**src/rtl/wkg_pkg.sv**
```systemverilog
// Package: shared helpers for the wakeup guard.
// Assumes the product of clock frequency and window span fits in 64 bits.
package wkg_pkg;

    // Converts a span in nanoseconds to whole clock cycles, rounding up.
    function automatic longint unsigned span_to_cycles(
        input longint unsigned clk_hz,
        input longint unsigned span_ns
    );
        return (clk_hz * span_ns + 64'd999_999_999) / 64'd1_000_000_000;
    endfunction

endpackage

```
**src/rtl/wkg_keepout_timer.sv**
```systemverilog
// Module: down-counter that keeps the keep-out window open for HOLD cycles
// after the edge where start is sampled high. A start while the window
// is open reloads the full count.
// Assumes HOLD >= 1.
module wkg_keepout_timer #(
    parameter int unsigned HOLD = 1500
) (
    input  logic clk,
    input  logic rst_n,
    input  logic start,
    output logic active
);
    localparam int unsigned CNT_W = $clog2(HOLD + 1);
    localparam logic [CNT_W-1:0] LOAD = CNT_W'(HOLD);
    localparam logic [CNT_W-1:0] ONE  = CNT_W'(1);

    logic [CNT_W-1:0] left_q;

    // Counts the remaining window cycles: load on start, then step to zero.
    always_ff @(posedge clk) begin
        if (!rst_n) begin
            left_q <= '0;
        end else if (start) begin
            left_q <= LOAD;
        end else if (left_q != '0) begin
            left_q <= left_q - ONE;
        end
    end

    // Window flag: open while any cycles remain.
    always_comb begin
        active = (left_q != '0);
    end

    // an idle counter never wraps into a new window by itself
    p_no_wrap_r2: assert property (@(posedge clk) disable iff (!rst_n)
        (!start && left_q == '0) |=> (left_q == '0));

endmodule

```
**src/rtl/wkg_line_latch.sv**
```systemverilog
// Module: one wakeup line. It captures a request while the guard is
// holding requests back, keeps it until acknowledged, and gates the output.
// Assumes req and ack are synchronous to clk. Capture has priority over ack.
module wkg_line_latch (
    input  logic clk,
    input  logic rst_n,
    input  logic hold_back,
    input  logic req,
    input  logic ack,
    output logic fwd
);
    logic held_q;

    // Sticky capture: set by a blocked request, cleared by an acknowledge.
    always_ff @(posedge clk) begin
        if (!rst_n) begin
            held_q <= 1'b0;
        end else begin
            held_q <= (hold_back & req) | (held_q & ~ack);
        end
    end

    // Forwarding: silent while holding back, otherwise live request or capture.
    always_comb begin
        fwd = hold_back ? 1'b0 : (req | held_q);
    end

    // a request seen while holding back is captured
    p_capture_r4: assert property (@(posedge clk) disable iff (!rst_n)
        (hold_back && req) |=> held_q);

    // a capture persists without an acknowledge
    p_sticky_r5: assert property (@(posedge clk) disable iff (!rst_n)
        (held_q && !ack) |=> held_q);

    // an acknowledge without a fresh capture clears the line
    p_ack_clear_r5: assert property (@(posedge clk) disable iff (!rst_n)
        (ack && !(hold_back && req)) |=> !held_q);

endmodule

```
**src/rtl/wkg_wakeup_guard.sv**
```systemverilog
// Module: top of the low-power entry wakeup guard. An entry pulse opens a
// keep-out window of KEEPOUT_NS nanoseconds, counted in cycles of a
// CLK_HZ clock. Wakeup lines are held back and captured during the window,
// and during the entry pulse itself, then released.
// Assumes wakeup inputs are synchronous to clk.
module wkg_wakeup_guard #(
    parameter int unsigned CLK_HZ     = 250_000_000,
    parameter int unsigned KEEPOUT_NS = 6000,
    parameter int unsigned LINES      = 4
) (
    input  logic             clk,
    input  logic             rst_n,
    input  logic             enter_lp,
    input  logic [LINES-1:0] wake_in,
    input  logic [LINES-1:0] wake_ack,
    output logic [LINES-1:0] wake_out,
    output logic             window_active
);
    localparam int unsigned HOLD_CYCLES =
        32'(wkg_pkg::span_to_cycles(64'(CLK_HZ), 64'(KEEPOUT_NS)));

    logic             hold_back;
    logic [LINES-1:0] line_fwd;

    wkg_keepout_timer #(
        .HOLD (HOLD_CYCLES)
    ) i_timer (
        .clk    (clk),
        .rst_n  (rst_n),
        .start  (enter_lp),
        .active (window_active)
    );

    // Hold-back condition: covers the open window and the entry cycle itself.
    always_comb begin
        hold_back = window_active | enter_lp;
    end

    for (genvar g = 0; g < LINES; g++) begin : g_line
        wkg_line_latch i_latch (
            .clk       (clk),
            .rst_n     (rst_n),
            .hold_back (hold_back),
            .req       (wake_in[g]),
            .ack       (wake_ack[g]),
            .fwd       (line_fwd[g])
        );
    end

    // Output gate: nothing leaves the block while reset is asserted.
    always_comb begin
        wake_out = rst_n ? line_fwd : '0;
    end

    // no request leaks out during the window or the entry cycle
    p_no_leak_r3: assert property (@(posedge clk) disable iff (!rst_n)
        (window_active || enter_lp) |-> (wake_out == '0));

    // an entry pulse opens the window on the next cycle
    p_open_r2: assert property (@(posedge clk) disable iff (!rst_n)
        enter_lp |=> window_active);

    // without a pulse a closed window stays closed
    p_stay_closed_r2: assert property (@(posedge clk) disable iff (!rst_n)
        (!enter_lp && !window_active) |=> !window_active);

    // a pulse inside an open window keeps it open
    p_restart_r7: assert property (@(posedge clk) disable iff (!rst_n)
        (enter_lp && window_active) |=> window_active);

endmodule

```
**config.mk**
```make
export PLATFORM = sky130hd
export DESIGN_NAME = wkg_wakeup_guard
export DESIGN_NICKNAME = d
export VERILOG_FILES = /design/src/rtl/wkg_pkg.sv /design/src/rtl/wkg_keepout_timer.sv /design/src/rtl/wkg_line_latch.sv /design/src/rtl/wkg_wakeup_guard.sv
export SDC_FILE = /design/constraint.sdc
export NUM_CORES = 1
export LEC_CHECK = 0
export BUFFER_PORTS_ARGS = -buffer_cell sky130_fd_sc_hd__clkbuf_2
export CAP_MARGIN = 20
export CORE_MARGIN = 2
export CORE_UTILIZATION = 50
export CTS_BUF_LIST = sky130_fd_sc_hd__clkbuf_8
export CTS_CLUSTER_SIZE = 24
export DETAILED_ROUTE_END_ITERATION = 7
export PLACE_DENSITY = 0.76
export SYNTH_ARGS = -nofsm -noshare
export SYNTH_HDL_FRONTEND = slang
export SYNTH_SLANG_ARGS = --single-unit
```
**constraint.sdc**
```tcl
create_clock -name clk -period 1.68 [get_ports clk]
set_clock_uncertainty 0.05 [all_clocks]
set_input_delay 0.168 -clock clk [delete_from_list [all_inputs] [get_ports clk]]
set_output_delay 0.168 -clock clk [all_outputs]
set_load 0.005 [all_outputs]
```
==> flow_summary.yaml <==
status:
  status: "finished, violations left"
  violations: "negative setup slack"
placed_design:
  post-dp-hpwl_mm: 1.62
  post-place-ws_ps: -249
  port_buffers: 15
  dp.cells: 141
  gp_congestion: 0.879
setup_path:
  worstSetupPathType: "flip-flop to output port"
  slowest_delay_ps: 490
  critPathTopFamily: "simple AND/OR/NAND/NOR gates"
  path_cells: "inv_2 > ha_4 > or4b_4 > nor3_4 > inv_2 > nor3_2 > buf_2"
  cp.required_ps: 1460
  worstPathArrival_ps: 1830
  cpMaxStageDelayCell: "or4b_4"
  path_buf_inv: 3
  crit_path_max_fanout: 5
  end_kind: "output port"
  cpMostUsedCell: "inv_2"
  start_kind: "flip-flop"
logic_synthesis:
  synth_edf_count: 0
  synth-main-ff-cell: "dfxtp_1"
  yosysSeqAreaShare_pct: 35.9
  postSynthAreaPerCell_um2: 8.72
  yosys_warnings: 0
  async_flop_share_pct: 0
  synth.net_count: 109
  synth_cell_types: 39
  syn_inst: 96
  synth_top_cells_by_area: "dfxtp_1 36%, o31a_1 5.2%, nor4_1 3.7%, nand2_1 3.6%, ha_1 3.0%"
  yosysTopAreaCell: "dfxtp_1"
  syn_area_um2: 837
  synth-seq-cells: 15
  synth_top_area_share_pct: 35.9
cells_and_area:
  num-nets-final: 150
  diodes: 0
  utilization_pct: 86.1
  fill_cells: 82
  area_delta_synth_final_pct: 58.6
  drive_gt1_share_pct: 55.9
  final_cells: 152
route:
  post_drt_via_cell_ratio: 6.70
  drt_iter0_markers: 58
  num_vias: 1018
  drc: 0
  wire_per_inst_um: 19.0
  first_pass_iters: 4
  ant_nets: 0
  wirelength_mm: 2.89
clock_tree:
  numCtsBuffers: 3
  clock-sinks: 15
  root_buffer: "clkbuf_8"
  path_clk_slew_ps: 60
  insertion_delay_ps: 250
  clk_path_buf_depth: 2
  tritoncts: "built"
  htreeDepth: 1
  hold_buffers: 0
sta:
  setup_violations: 14
  rsz0062_at_grt: "true"
  worst_pin_slew_ps: 569
  report.final.slew_viol_count: 0
  worst_slack_ps: -363
  hold_viol_final: 0
  fin_tns_setup_ps: -3400
  max_freq_mhz: 489
  finalCritPeriodShare_pct: 122
  period_needed_ps: 2040
  slew_headroom_pct: 61.9
grt:
  grt_max_degree: 15
  grt_usage_pct: 27.1
  first_global_vias: 926
  grt_pass1_wl_mm: 3.98
  grt_antenna_before_repair: 0
  overflow: 0
die:
  io_pins: 16
  die_y_um: 44.9
  core-area_um2: 1540
  die_w_um: 44.9
  die-area_um2: 2020
  start_util_pct: 54.3
  row_count: 14
power_and_ir_drop:
  leakagePower_nw: 0.521
  fin_total_pwr_mw: 1.07
  cellPowerDensity_nw_per_um2: 804
  peakVddDrop_mv: 0.631
run:
  maxCapViolations: 0
min_path:
  hp-class: "input pin to flip-flop"
==> worst paths after layout <==
check	from	endpoint	slack, ps	cells after the start
setup / recovery	i_timer.left_q[0]$_SDFFE_PP0P_	wake_out[2]	-360	7
setup reg to reg	i_timer.left_q[0]$_SDFFE_PP0P_	i_timer.left_q[1]$_SDFFE_PP0P_	-270	8
hold reg to reg	g_line[3].i_latch.held_q$_SDFF_PN0_	g_line[3].i_latch.held_q$_SDFF_PN0_	430	2
hold / removal	wake_ack[0]	g_line[0].i_latch.held_q$_SDFF_PN0_	30	2
==> power by group <==
part	total, mW	leakage, nW	switching [mW]	internal (mW)
Combinational	0.359	0.368	0.188	0.171
Sequential	0.414	0.126	0.0258	0.388
Clock	0.294	0.0269	0.132	0.162
Total	1.07	0.521	0.346	0.721
==> layer usage <==
| layer | wire (um) | vias to the layer above | global-route usage (%) | share of wire, % |
|---|---|---|---|---|
| met3 | 165 | 24 | 2.80 | 5.7 |
| met1 | 1070 | 484 | 32.7 | 37 |
| met2 | 1520 | 55 | 48.7 | 52 |
| li1 | - | 455 | - | - |
| met4 | 138 | 0 | 11.2 | 4.8 |
| met5 | 0 | - | 0 | 0 |
==> Yosys cell counts (2+ instances only) <==
library cell	count
nor2b_1	2
dfxtp_1	15
nor4b_1	2
o31a_1	5
o21ai_0	3
nor2_1	6
a21boi_0	2
a31oi_1	2
nor3_1	5
nand2_1	8
or4_1	2
clkbuf_1	5
inv_1	3
buf_6	2
o22ai_1	4
ha_1	2
nor4_1	5
nand2b_1	2
==> sequential cells by signal, indices dropped and copies added, names as in the netlist <==
name / count
i_timer.left_q: 11
g_line.i_latch.held_q: 4
==> repair_timing <==
action / in CTS / in global routing
buffers inserted: 5 / 3
resized for setup: 16 / 19
setup endpoints to repair: 13 / 19
pin swaps: 10 / 8
hold endpoints to repair: 0 / 0
==> per-stage QoR <==
stage	cell area [um^2]	hold slack (ps)
after detailed placement	1090	303
after global routing	1330	43.0
final	1330	34.9
after floorplan	878	212
after global placement	1090	298
after CTS	1230	44.7
==> cell families (layout without fill, tap and decap cells) <==
kind of cell / Yosys count / count (layout) / synth area share, %
AO/OA/AOI/OAI: 28 / 28 / 25.7
adder cells (fa/ha/maj): 2 / 2 / 2.99
buffers and inverters: 11 / 51 / 6.73
flip-flops: 15 / 15 / 35.9
AND/OR/NAND/NOR: 40 / 40 / 28.7
==> layout by cell type (no fill, tap or decap), types with 3 or more instances in the layout <==
cell | netlist | layout
o22ai_1 | 4 | 4
clkbuf_8 | 0 | 3
buf_2 | 0 | 4
clkbuf_2 | 0 | 11
inv_2 | 1 | 3
buf_6 | 2 | 4
nor3_2 | 0 | 4
nor4_1 | 5 | 3
o31a_1 | 5 | 5
nand2_1 | 8 | 8
dfxtp_1 | 15 | 12
nor2_1 | 6 | 6
buf_4 | 0 | 24
==> area by class of cell <==
| class | count | area (um^2) | area share, % |
|---|---|---|---|
| multi-input cells | 70 | 641 | 48.3 |
| flip-flops and latches | 15 | 307 | 23.1 |
| repair buffers | 43 | 300 | 22.6 |
| clock buffers | 3 | 41.3 | 3.11 |
| well taps | 16 | 20.0 | 1.51 |
| inverters | 4 | 15.0 | 1.13 |
| clock inverters | 1 | 3.75 | 0.283 |
Power figures use the tool's default switching activity.
